$ cat config.mk
export PLATFORM = sky130hd
export DESIGN_NAME = irq_arbiter8
export DESIGN_NICKNAME = d
export VERILOG_FILES = /design/src/rtl/irq_arbiter8.sv
export SDC_FILE = /design/constraint.sdc
export NUM_CORES = 1
export LEC_CHECK = 0
export CAP_MARGIN = 20
export CORE_MARGIN = 2
export CORE_UTILIZATION = 55
export DETAILED_ROUTE_END_ITERATION = 10
export PLACE_DENSITY = 0.77
export REMOVE_ABC_BUFFERS = 1
export SETUP_SLACK_MARGIN = 0.3
export SYNTH_ARGS = -nofsm -noshare
export SYNTH_HDL_FRONTEND = slang
export SYNTH_SLANG_ARGS = --single-unit
$ cat constraint.sdc
create_clock -name clk -period 6.2 [get_ports clk]
set_input_delay 0.93 -clock clk [delete_from_list [all_inputs] [get_ports clk]]
set_output_delay 0.93 -clock clk [all_outputs]
set_load 0.02 [all_outputs]
$ cat src/rtl/irq_arbiter8.sv
module irq_arbiter8 (
  input  logic       clk,
  input  logic       rst_n,
  input  logic [7:0] irq_in,
  input  logic       wr_en,
  input  logic [2:0] wr_addr,
  input  logic [7:0] wr_data,
  input  logic [1:0] rd_addr,
  output logic [7:0] rd_data,
  input  logic       ack,
  output logic       int_o,
  output logic [7:0] vec_o
);

  logic [7:0] irq_q, irr, isr, mask, trig;
  logic [4:0] base_hi;
  logic       rotate;
  logic [2:0] lowp;

  function automatic logic [3:0] top_of(input logic [7:0] v, input logic [2:0] s);
    logic [3:0] r;
    logic [2:0] idx;
    r = 4'd0;
    for (int k = 7; k >= 0; k--) begin
      idx = s + 3'(k);
      if (v[idx]) r = {1'b1, idx};
    end
    return r;
  endfunction

  logic [2:0] start;
  logic [7:0] req;
  logic       req_ok, isr_any;
  logic [2:0] req_lvl, isr_lvl, req_rank, isr_rank;

  assign start = rotate ? lowp + 3'd1 : 3'd0;
  assign req   = irr & ~mask;
  assign {req_ok, req_lvl} = top_of(req, start);
  assign {isr_any, isr_lvl} = top_of(isr, start);
  assign req_rank = req_lvl - start;
  assign isr_rank = isr_lvl - start;

  assign int_o = req_ok && (!isr_any || req_rank < isr_rank);
  assign vec_o = {base_hi, req_lvl};

  logic       grant, eoi, eoi_hit;
  logic [2:0] eoi_lvl;
  logic [7:0] isr_set, isr_clr, rise;

  assign grant   = ack && int_o;
  assign eoi     = wr_en && wr_addr == 3'd4;
  assign eoi_lvl = wr_data[3] ? wr_data[2:0] : isr_lvl;
  assign eoi_hit = eoi && (wr_data[3] || isr_any);
  assign isr_set = grant ? 8'b1 << req_lvl : 8'd0;
  assign isr_clr = eoi_hit ? 8'b1 << eoi_lvl : 8'd0;
  assign rise    = irq_in & ~irq_q;

  always_ff @(posedge clk) begin
    if (!rst_n) begin
      irq_q   <= 8'd0;
      irr     <= 8'd0;
      isr     <= 8'd0;
      mask    <= 8'd0;
      trig    <= 8'hFF;
      base_hi <= 5'd0;
      rotate  <= 1'b0;
      lowp    <= 3'd7;
    end else begin
      irq_q <= irq_in;
      irr   <= (trig & ((irr & ~isr_set) | rise)) | (~trig & irq_in);
      isr   <= (isr & ~isr_clr) | isr_set;
      if (eoi_hit && rotate) lowp <= eoi_lvl;
      if (wr_en) begin
        case (wr_addr)
          3'd0: mask    <= wr_data;
          3'd1: base_hi <= wr_data[7:3];
          3'd2: trig    <= wr_data;
          3'd3: rotate  <= wr_data[0];
          default: ;
        endcase
      end
    end
  end

  always_comb begin
    case (rd_addr)
      2'd0:    rd_data = irr;
      2'd1:    rd_data = isr;
      2'd2:    rd_data = mask;
      default: rd_data = req_ok ? {1'b1, 4'b0000, req_lvl} : 8'd0;
    endcase
  end

  AST_GRANT_NOT_IN_SERVICE: assert property (@(posedge clk) disable iff (!rst_n)
    grant |-> !isr[req_lvl]);
  AST_ACK_MARKS_LEVEL: assert property (@(posedge clk) disable iff (!rst_n)
    grant |=> isr[$past(req_lvl)]);
  AST_SINGLE_GRANT: assert property (@(posedge clk) disable iff (!rst_n)
    $countones(isr & ~$past(isr)) <= 1);
  AST_DROP_NEEDS_EOI: assert property (@(posedge clk) disable iff (!rst_n)
    (|($past(isr) & ~isr)) |-> $past(eoi));

endmodule

[Yosys cells after proc, flatten, opt, wreduce, memory -nomap -nowiden]
Index checks and enable logic that the tools add are counted.
Cells by class
  order comparisons: 9
  $add $sub $neg: 10
  bitwise gates (word level): 14
  reductions and logical operators: 14
  eq/ne operators: 6
  shifts and indexed selects: 2
  muxes and demuxes: 54
Operators with widths (number)
  4-bit two-way mux: 16
  8-bit AND: 6
  1-bit binary-select mux with 3-bit select: 16
  8-bit inverter: 5
  3-bit by 4-bit < comparator with 1-bit output (second input constant): 8
  8-bit two-way mux: 3
  8-bit OR: 3
  8-bit case mux with 3 select lines: 1
  1-bit two-way mux: 16
  1-bit by 3-bit << shifter with 8-bit output (first input constant): 2
  3-bit adder (second input constant): 4
  2-bit AND reduction: 4
  3-bit by 1-bit adder with 3-bit output (second input constant): 2
  3-bit by 2-bit adder with 3-bit output (second input constant): 2
  3-bit by 2-bit == test with 1-bit output (second input constant): 2
  3-bit two-way mux: 2
  3-bit subtractor: 2
  1-bit logical AND: 5
  3-bit by 1-bit == test with 1-bit output (second input constant): 1
  3-bit == test (second input constant): 1
  3-bit zero test: 1
  3-bit < comparator: 1
  2-bit by 1-bit == test with 1-bit output (second input constant): 1
  2-bit == test (second input constant): 1
  3 further kinds: 4
Word-level totals
  input bits: 25
  output and inout bits: 17
  flip-flop bits (word level): 49

[Depth between registers and ports, before layout]
Gate-level depths: netlist of run 1.
  depth in word-level cells: 24
  mapped depth: 21
  gate-level depth less buffers: 18

[Worst setup path before layout of run 1]
Ideal clock, no wire load.
  kind: flip-flop to output port
  from: register lowp[0]
  to: output int_o
  required time: 5.270 ns
  slack: 0.670 ns
  buffers on the path: 4
  stages on the path, launching flop included: 19
  arrival: 4.600 ns
  cells stage by stage: dfxtp_1 -> ha_1 -> buf_2 -> nand2_1 -> clkbuf_1 -> ha_1 -> clkbuf_1 -> mux4_2 -> nor4_1 -> nand3_1 -> a22oi_1 -> clkbuf_1 -> fa_1 -> inv_1 -> ha_1 -> nand2_1 -> a211o_1 -> a21o_4 -> nor2b_1
On the way
  word-level cells in the longest chain between the ends: 17
  elaborated cells between the ends (all ways): 63
  classes of those cells: 10 x add/sub; 1 x order compare; 49 x mux; 3 x reduce/logical
RTL lines
  from (decl): line 18  | logic [2:0] lowp;
  from (signal assigned): line 72  | if (eoi_hit && rotate) lowp <= eoi_lvl;
  3-bit by 1-bit adder with 3-bit output *: line 36  | assign start = rotate ? lowp + 3'd1 : 3'd0;
  3-bit two-way mux *: line 36
  3-bit adder: line 25  | idx = s + 3'(k);
  1-bit binary-select mux with 3-bit select: line 26  | if (v[idx]) r = {1'b1, idx};
  1-bit two-way mux (not written as such): line 26
  4-bit two-way mux (8 in series): line 26
  3-bit subtractor, on equally long branches: line 40, 41
  3-bit < comparator: line 43  | assign int_o = req_ok && (!isr_any || req_rank < isr_rank);
  1-bit logical OR: line 43
  1-bit logical AND *: line 43
  to (decl): line 11  | output logic int_o,
Every way passes the cells marked *; elsewhere a longest branch is shown, timed or not. The select of a mux whose other input is x is not followed.

[Worst setup path in the final report of run 1]
Ends and elaborated chain as after synthesis.

==> flow_summary.json, run 1 <==
{
  "die_w_microns": 93.5,
  "final_nets": 611,
  "track_usage_pct": 31.7,
  "fin_util_pct": 67.1,
  "max_cap_violations": 0,
  "drt-pass1-iter-count": 6,
  "cts_made_buffers": 5,
  "finalCritPeriodShare_pct": 92.8,
  "critPathMaxStageDelay_ns": 0.45,
  "die_h_microns": 93.5,
  "detail_route.vias_per_cell": 6.56,
  "synth_area_per_cell_sq_um": 8.21,
  "setup_viol": 0,
  "antenna_found_initial": 0,
  "seq_area_frac_synth_pct": 22.3,
  "first_global_vias": 4296,
  "critPathTopFamily": "adder cells",
  "ir_drop_mv": 0.249,
  "synth_cells": 537,
  "drt_wl_total_microns": 13500,
  "worstHoldPathType": "flop to flop",
  "ys_warn_count": 0,
  "max_slew_margin_pct": 41.9,
  "cts_root_buf": "clkbuf_8",
  "wl_per_cell_microns": 19.8,
  "fillers": 645,
  "clk_path_buf_depth": 2,
  "path_buf_inv": 2,
  "period_needed_ns": 5.76,
  "stdcell_count": 683,
  "worst_ep_arrival_time_ns": 4.83,
  "drive_gt1_share_pct": 14.1,
  "drc": 0,
  "required_ns": 5.27,
  "fin_area_sq_um": 5180,
  "worstSetupStartpointType": "flop",
  "skew_ns": 0.0110,
  "diodes": 0,
  "crit_chain": "ha_2, nand2_1, ha_2, buf_4, mux2i_1, mux2_2, o32ai_1, a21oi_1, a32oi_1, nand3_1, nor2_1, mux2i_1, xnor2_1, ha_1, nand2_1, a211o_1, a21o_4, nor2b_1, dlygate4sd2_1",
  "async_flop_share_pct": 0,
  "io_buffers": 41,
  "worstMarginPinSlew_ns": 0.864,
  "rrSetupSlack_ns": 1.50,
  "drtIter0Drc": 340,
  "rsz0062_at_grt": "no",
  "dp_cells": 670,
  "crit_path_max_fanout": 10,
  "clkSlewWorstSetupHoldPaths_ns": 0.09,
  "dp.final_hpwl_microns": 10200,
  "synth_top_area_cell": "dfxtp_1",
  "dieArea_sq_um": 8750,
  "status": "finished, final reports clean",
  "hold_violations": 0,
  "clock-sinks": 49,
  "area_delta_synth_final_pct": 17.6,
  "synthFlopType": "dfxtp_1",
  "p_leak_nw": 2.01,
  "yosys-top-cells-area": "dfxtp_1 (22%), mux2i_1 (13%), nand2_1 (7.1%), mux4_2 (3.6%), mux2_2 (2.8%)",
  "critPathSlowestCell": "ha_2",
  "grt_max_degree": 54,
  "final_antenna_net_count": 0,
  "holdWs_ns": 0.493,
  "powerDensity_nw_per_um2": 230,
  "synth_cell_type_count": 79,
  "grt-ovfl-total": 0,
  "grt_pass1_wl_microns": 21800,
  "ys_ff_latch": 49,
  "io_pins": 42,
  "crit_path_end_kind": "primary output",
  "slew_viol_final": 0,
  "synth-edff-count": 0,
  "max_freq_ghz": 0.174,
  "multi_input_area_sq_um": 3340,
  "setup.worst_path.class": "flop to primary output",
  "fp-row-count": 32,
  "cts_tree": "built",
  "clock_latency_ns": 0.30,
  "routabilityCongestion": 0.966,
  "synth.cell_area_sq_um": 4410,
  "coreArea_sq_um": 7730,
  "start_util_pct": 57.0,
  "num_vias": 4480,
  "htreeDepth": 2,
  "register_area_sq_um": 981,
  "synth_top_cell_area_share_pct": 22.3,
  "dpl-instance-area_sq_um": 4950
}
stage by stage:
stage	setup WS (ns)	power (mW)	setup TNS, ns
5_1_grt	0.277	1.25	0
6_report	0.444	1.19	0
3_5_place_dp	0.260	0.943	0
2_1_floorplan	-0.300	0.750	-0.300
4_1_cts	0.508	1.18	0
3_3_place_gp	0.444	0.935	0
logic make-up (layout without fill, tap and decap cells):
family	Yosys count	count (layout)	share of synthesized area (%)
buffers and inverters	37	81	3.55
multiplexers	76	76	19.6
flip-flops	49	49	22.3
XOR/XNOR	11	11	3.83
adder cells (fa/ha/maj)	6	6	2.04
AO/OA/AOI/OAI	145	145	24.3
AND/OR/NAND/NOR	213	213	24.4
final cells by class:
type	count	share of cell area (%)
Clock inverter	2	0.724
Inverter	11	0.845
Sequential cell	49	18.9
Clock buffer	6	1.59
Multi-Input combinational cell	451	64.4
Tap cell	102	2.46
Timing Repair Buffer	62	11.0
layout by cell type (no fill, tap or decap), drive strengths merged, types with 5 or more instances in the layout:
| cell | n |
|---|---|
| nand2b | 11 |
| mux2 | 11 |
| o31ai | 8 |
| clkbuf | 6 |
| mux4 | 7 |
| inv | 11 |
| buf | 21 |
| and3 | 7 |
| nor3 | 13 |
| clkdlybuf4s50 | 40 |
| o211ai | 8 |
| nor2b | 18 |
| nand2 | 84 |
| a21boi | 16 |
| a221o | 5 |
| nor2 | 32 |
| a21oi | 20 |
| nor3b | 5 |
| and2 | 11 |
| nand3 | 20 |
| xnor2 | 8 |
| dfxtp | 49 |
| o21ai | 18 |
| a22oi | 5 |
| a31o | 5 |
| mux2i | 58 |
| a31oi | 14 |
final timing paths:
path,start,to,cells after the start
worst min register to register,mask[1],mask[1],2
worst max register to register,lowp[0],isr[2],19
worst min-delay path,mask[1],mask[1],2
worst max-delay path,lowp[0],int_o,19
flip-flops by register name (all words and copies together), names as in the netlist:
| register | count |
|---|---|
| base_hi | 5 |
| mask | 8 |
| isr | 8 |
| rotate | 1 |
| irr | 8 |
| irq_q | 8 |
| trig | 8 |
| lowp | 3 |
synthesized netlist by cell type, drive strengths merged, types with 11 or more instances:
| cell | number |
|---|---|
| o21ai | 18 |
| and2 | 11 |
| inv | 11 |
| a21boi | 16 |
| a31oi | 14 |
| nand2b | 11 |
| mux2 | 11 |
| buf | 12 |
| nand3 | 20 |
| nand2 | 84 |
| nor3 | 13 |
| a21oi | 20 |
| dfxtp | 49 |
| clkbuf | 14 |
| mux2i | 58 |
| nor2 | 32 |
| nor2b | 18 |
power by group:
part / switching, mW / leakage, nW / internal (mW)
clock: 0.105 / 0.0574 / 0.131
combinational: 0.340 / 1.55 / 0.244
sequential: 0.0321 / 0.401 / 0.338
tightest hold or removal path: cells and delay by family (launching register included):
family	cells	cell delay, ns
AO/OA/AOI/OAI	1	0.06
flip-flops	1	0.33
AND/OR/NAND/NOR	1	0.05
per-layer routing:
layer	track usage, %	vias to the layer above	wire (microns)
li1	-	2100	-
met1	41.2	2087	5550
met2	52.7	248	6330
met3	4.03	45	1050
met4	13.8	0	567
met5	0	-	0
timing repair:
item,in CTS,in global routing
setup buffers,4,1
endpoints found under the setup margin,1,1
pin swaps,3,1
gates resized for setup,13,5
hold buffers,0,0
endpoints found under the hold margin,0,0
Note: power is estimated with default switching activity, not from simulation.
==> run 2: changes to the inputs <==
--- a/config.mk
+++ b/config.mk
@@ -7,9 +7,10 @@
 export LEC_CHECK = 0
 export CAP_MARGIN = 20
 export CORE_MARGIN = 2
-export CORE_UTILIZATION = 55
+export CORE_UTILIZATION = 59
+export CTS_CLUSTER_SIZE = 20
 export DETAILED_ROUTE_END_ITERATION = 10
-export PLACE_DENSITY = 0.77
+export PLACE_DENSITY = 0.82
 export REMOVE_ABC_BUFFERS = 1
 export SETUP_SLACK_MARGIN = 0.3
 export SYNTH_ARGS = -nofsm -noshare
==> flow_summary.json, run 2 (synthesis gave the netlist of run 1 again) <==
{
  "holdWs_ns": 0.490,
  "clock_latency_ns": 0.30,
  "layout_common_cells": "nand2_1 (82), mux2i_1 (53), dfxtp_1 (49)",
  "crit_path_max_fanout": 17,
  "slew_viol_final": 0,
  "required_ns": 5.27,
  "detail_route.vias_per_cell": 6.82,
  "num_vias": 4608,
  "worstMarginPinSlew_ns": 0.912,
  "stdcell_count": 676,
  "setup_viol": 0,
  "max_cap_violations": 0,
  "worst_ep_arrival_time_ns": 4.58,
  "die_w_microns": 90.4,
  "setup_slack_ns": 0.692,
  "area_delta_synth_final_pct": 17.1,
  "crit_path_end_kind": "primary output",
  "routabilityCongestion": 0.998,
  "grtUsageMet1_pct": 42.8,
  "io_pins": 42,
  "status": "finished, final reports clean",
  "crit_chain": "buf_4, nor2b_2, inv_2, buf_4, mux2_2, mux4_2, nor4_2, nand3_1, a22oi_2, fa_1, inv_1, ha_1, nand2_1, a211o_1, a21o_4, nor2b_1, dlymetal6s2s_1",
  "dieArea_sq_um": 8180,
  "antenna_found_initial": 0,
  "grtUsageMet2_pct": 55.6,
  "track_usage_pct": 33.6,
  "wl_per_cell_microns": 20.6,
  "skew_ns": 0.0101,
  "critPathSlowestCell": "mux4_2",
  "cts_tree": "built",
  "critPathTopFamily": "multiplexers",
  "drt-pass1-iter-count": 5,
  "fp-row-count": 31,
  "fin_util_pct": 71.2,
  "clk_path_buf_depth": 2,
  "p_leak_nw": 2.00,
  "final_common_cell": "nand2_1",
  "critPathMaxStageDelay_ns": 0.55,
  "gr-usage-met3_pct": 3.76,
  "ir_drop_mv": 0.189,
  "clock-sinks": 49,
  "drt_wl_total_microns": 13900,
  "max_slew_margin_pct": 38.7,
  "crit_top_cell": "buf_4",
  "period_needed_ns": 5.51,
  "drive_gt1_share_pct": 14.4,
  "power_mw": 1.19,
  "grt_busiest_layer": "met2",
  "grt_pass1_wl_microns": 22200,
  "cts_root_buf": "clkbuf_8",
  "io_buffers": 41,
  "htreeDepth": 2,
  "hold_violations": 0,
  "start_util_pct": 60.8,
  "max_freq_ghz": 0.182,
  "grt_max_degree": 54,
  "first_global_vias": 4371,
  "dp.final_hpwl_microns": 10600,
  "coreArea_sq_um": 7250,
  "finalCritPeriodShare_pct": 88.8,
  "clkSlewWorstSetupHoldPaths_ns": 0.09,
  "worstHoldPathType": "flop to flop",
  "drtIter0Drc": 336,
  "cts_made_buffers": 5,
  "drc": 0,
  "grt-ovfl-total": 0,
  "setup.worst_path.class": "flop to primary output",
  "powerDensity_nw_per_um2": 231,
  "final_antenna_net_count": 0,
  "final_nets": 608,
  "rsz0062_at_grt": "no",
  "worstSetupStartpointType": "flop",
  "path_buf_inv": 5,
  "hold_buffers": 0,
  "dp_cells": 668,
  "die_h_microns": 90.4,
  "diodes": 0,
  "pre_cts_slack_ns": 0.420
}
run 2: cell types whose count changed in the layout (fill, tap and decap cells not counted), moves of 2 or more:
cell	delta
buf_4	-2
o21ai_1	+2
mux2i_1	-2
mux2i_4	+2
xnor2_2	+2
o21ai_0	-2
run 2: routing by layer:
layer / vias up / wire length [microns]
met3: 69 / 1100
li1: 2099 / -
met5: - / 0
met4: 0 / 706
met1: 2163 / 5730
met2: 277 / 6380
run 2: cell type report:
type | instances | area [sq um]
repair buffers | 59 | 548
multi-input cells | 451 | 3360
well taps | 99 | 124
clock inverters | 2 | 35.0
inverters | 11 | 41.3
clock buffers | 5 | 68.8
flip-flops and latches | 49 | 981
fillers | 593 | 2090
run 2: repair_timing:
item | in CTS | in global routing
endpoints found under the setup margin | 1 | 1
resized for setup | 8 | 15
buffers inserted | 0 | 1
pin swaps | 1 | 0
run 2: metrics by stage:
stage,setup TNS [ns],cell area (sq um)
after global routing,0,5160
after global placement,0,4960
after floorplan,-0.300,4290
after CTS,0,5100
after detailed placement,0,4960
final,0,5160
run 2: worst paths after layout:
kind | start | end | slack [ns] | depth (start not counted)
worst min-delay path | mask[0] | mask[0] | 0.49 | 2
worst max register to register | rotate | isr[0] | 1.69 | 16
worst max-delay path | lowp[0] | int_o | 0.69 | 17
worst min register to register | mask[0] | mask[0] | 0.49 | 2
run 2: report_power, final:
group          internal (mW)  switching, mW  leakage (nW)
Sequential             0.338         0.0345         0.401
Combinational          0.251          0.350          1.54
Clock                  0.117          0.102        0.0540
run 2: tightest hold or removal path: cells and delay by family (launching register included):
kind            cells  cell delay (ns)
flops               1             0.33
compound gates      1             0.06
simple gates        1             0.05
==> run 3: changes to the inputs <==
--- a/config.mk
+++ b/config.mk
@@ -7,10 +7,10 @@
 export LEC_CHECK = 0
 export CAP_MARGIN = 20
 export CORE_MARGIN = 2
-export CORE_UTILIZATION = 59
+export CORE_UTILIZATION = 63
 export CTS_CLUSTER_SIZE = 20
 export DETAILED_ROUTE_END_ITERATION = 10
-export PLACE_DENSITY = 0.82
+export PLACE_DENSITY = 0.87
 export REMOVE_ABC_BUFFERS = 1
 export SETUP_SLACK_MARGIN = 0.3
 export SYNTH_ARGS = -nofsm -noshare
==> constraint.sdc (replaced) <==
create_clock -name clk -period 6.5 [get_ports clk]
set_input_delay 0.975 -clock clk [delete_from_list [all_inputs] [get_ports clk]]
set_output_delay 0.975 -clock clk [all_outputs]
set_load 0.02 [all_outputs]
==> flow_summary.json, run 3 (synthesis gave the netlist of run 1 again) <==
{
  "drc": 0,
  "area_delta_synth_final_pct": 17.2,
  "powerDensity_nw_per_um2": 213,
  "pre_cts_slack_ns": 0.535,
  "hold_depth": 2,
  "setup_slack_ns": 0.536,
  "multi_input_area_sq_um": 3390,
  "start_util_pct": 64.9,
  "drt-pass1-iter-count": 5,
  "diodes": 0,
  "cts_root_buf": "clkbuf_8",
  "path_buf_inv": 1,
  "cts_made_buffers": 5,
  "crit_path_end_kind": "primary output",
  "grt_pass1_wl_microns": 21300,
  "io_buffers": 41,
  "critPathMaxStageDelay_ns": 0.76,
  "final_nets": 605,
  "max_freq_ghz": 0.168,
  "crit_chain": "ha_2, xor2_1, a2111oi_0, o32ai_1, a221oi_1, o211ai_1, a31oi_1, nor2_1, a31oi_1, xnor2_1, ha_1, nand2_1, a211o_1, a21o_4, nor2b_1, clkdlybuf4s50_1",
  "num_vias": 4602,
  "rsz0062_at_grt": "no",
  "io_pins": 42,
  "final_common_cell": "nand2_1",
  "clkPwrFrac_pct": 16.3,
  "skew_ns": 0.00627,
  "wl_per_cell_microns": 20.0,
  "fp-row-count": 30,
  "finalSetupTns_ns": 0,
  "layout_common_cells": "nand2_1 (82), mux2i_1 (51), dfxtp_1 (48)",
  "p_sw_share_pct": 41.5,
  "track_usage_pct": 35.5,
  "clk_path_buf_depth": 2,
  "antenna_found_initial": 0,
  "power_frac_seq_pct": 32.4,
  "worstHoldPathType": "flop to flop",
  "slew_viol_final": 0,
  "reg2reg_depth": 16,
  "clock-sinks": 49,
  "worstMarginPinSlew_ns": 0.873,
  "rrSetupSlack_ns": 1.89,
  "drt_wl_total_microns": 13400,
  "detail_route.vias_per_cell": 6.87,
  "hp-start": "mask[2]",
  "final_antenna_net_count": 0,
  "coreArea_sq_um": 6790,
  "max_cap_violations": 0,
  "p_sw_mw": 0.457,
  "routabilityCongestion": 0.976,
  "first_global_vias": 4397,
  "max_slew_margin_pct": 41.3,
  "finalCritPeriodShare_pct": 91.7,
  "critPathSlowestCell": "a2111oi_0",
  "dieArea_sq_um": 7680,
  "register_area_sq_um": 982,
  "cts_tree": "built",
  "worst_ep_arrival_time_ns": 4.99,
  "clkSlewWorstSetupHoldPaths_ns": 0.08,
  "clock_latency_ns": 0.30,
  "critPathTopFamily": "compound AO/OA/AOI/OAI gates",
  "die_w_microns": 87.6,
  "period_needed_ns": 5.96,
  "min_to": "mask[2]",
  "fillers": 508,
  "ir_drop_mv": 0.219,
  "regToRegStartpoint": "lowp[1]",
  "hold_violations": 0,
  "required_ns": 5.52,
  "holdWs_ns": 0.486,
  "drtIter0Drc": 331,
  "htreeDepth": 2,
  "grt_max_degree": 54,
  "p_leak_nw": 1.99,
  "grt-ovfl-total": 0,
  "drive_gt1_share_pct": 14.1,
  "dp.final_hpwl_microns": 10100,
  "die_h_microns": 87.6,
  "worstSetupStartpointType": "flop",
  "power.internal_mw": 0.644,
  "r2r_end": "isr[2]",
  "combPwrFrac_pct": 51.3,
  "setup_viol": 0,
  "crit_path_max_fanout": 10,
  "crit_top_cell": "a31oi_1",
  "status": "finished, final reports clean",
  "hold_buffers": 0,
  "setup.worst_path.class": "flop to primary output"
}
## run 3: routing by layer
layer  track usage, %  vias to the layer above  share of wire, %
met5                0                        -                 0
met4             19.2                        0               5.6
met3             5.00                       73               8.6
met2             60.5                      281                47
met1             43.2                     2153                39
li1                 -                     2095                 -
## run 3: how the worst max path moves through the flow
| stage | slack (ns) | endpoint | cells past startpoint | startpoint |
|---|---|---|---|---|
| floorplan | -0.05 | int_o | 15 | rotate |
| global placement | 0.67 | int_o | 16 | lowp[0] |
| detailed placement | 0.53 | int_o | 17 | lowp[0] |
| CTS | 0.33 | int_o | 16 | lowp[1] |
| global route | 0.32 | int_o | 16 | lowp[1] |
| finish | 0.54 | int_o | 16 | lowp[1] |
## run 3: through the flow
| stage | total power, mW | cell area, sq um | instances | util (%) |
|---|---|---|---|---|
| 2_1_floorplan | 0.715 | 4290 | 511 | - |
| 3_3_place_gp | 0.885 | 4900 | 658 | 72.1 |
| 3_5_place_dp | 0.895 | 4900 | 658 | 72.1 |
| 4_1_cts | 1.07 | 5000 | 665 | 73.6 |
| 5_1_grt | 1.16 | 5170 | 670 | 76.0 |
| 6_report | 1.10 | 5170 | 670 | 76.0 |
## run 3: what timing repair did
action                     CTS  global route
setup buffers                0             5
resized for setup            3            26
setup endpoints to repair    1             1
pin swaps                    0             2
## run 3: area by class of cell
class | instances | area share [%]
Timing Repair Buffer | 56 | 10.5
Tap cell | 96 | 2.33
Inverter | 11 | 0.799
Sequential cell | 49 | 19.0
Multi-Input combinational cell | 451 | 65.7
Clock buffer | 7 | 1.67
## run 3: worst register-to-register path, stage by stage, from the launching register on
cell and delay, ns:
dfxtp_1 0.32, ha_2 0.45, xor2_1 0.15, a2111oi_0 0.76, o32ai_1 0.20, a221oi_1 0.26
o211ai_1 0.15, a31oi_1 0.26, nor2_1 0.11, a31oi_1 0.32, xnor2_1 0.18, ha_1 0.33
a21oi_1 0.06, o21ai_0 0.41, nor2_1 0.11, and3_4 0.24, a31o_1 0.20
## run 3: power by group through the flow
stage	sequential (mW)	combinational, mW	clock [mW]
2_1_floorplan	0.346	0.369	0
3_3_place_gp	0.357	0.527	0
3_5_place_dp	0.358	0.537	0
4_1_cts	0.351	0.542	0.180
5_1_grt	0.357	0.608	0.190
6_report	0.356	0.565	0.179
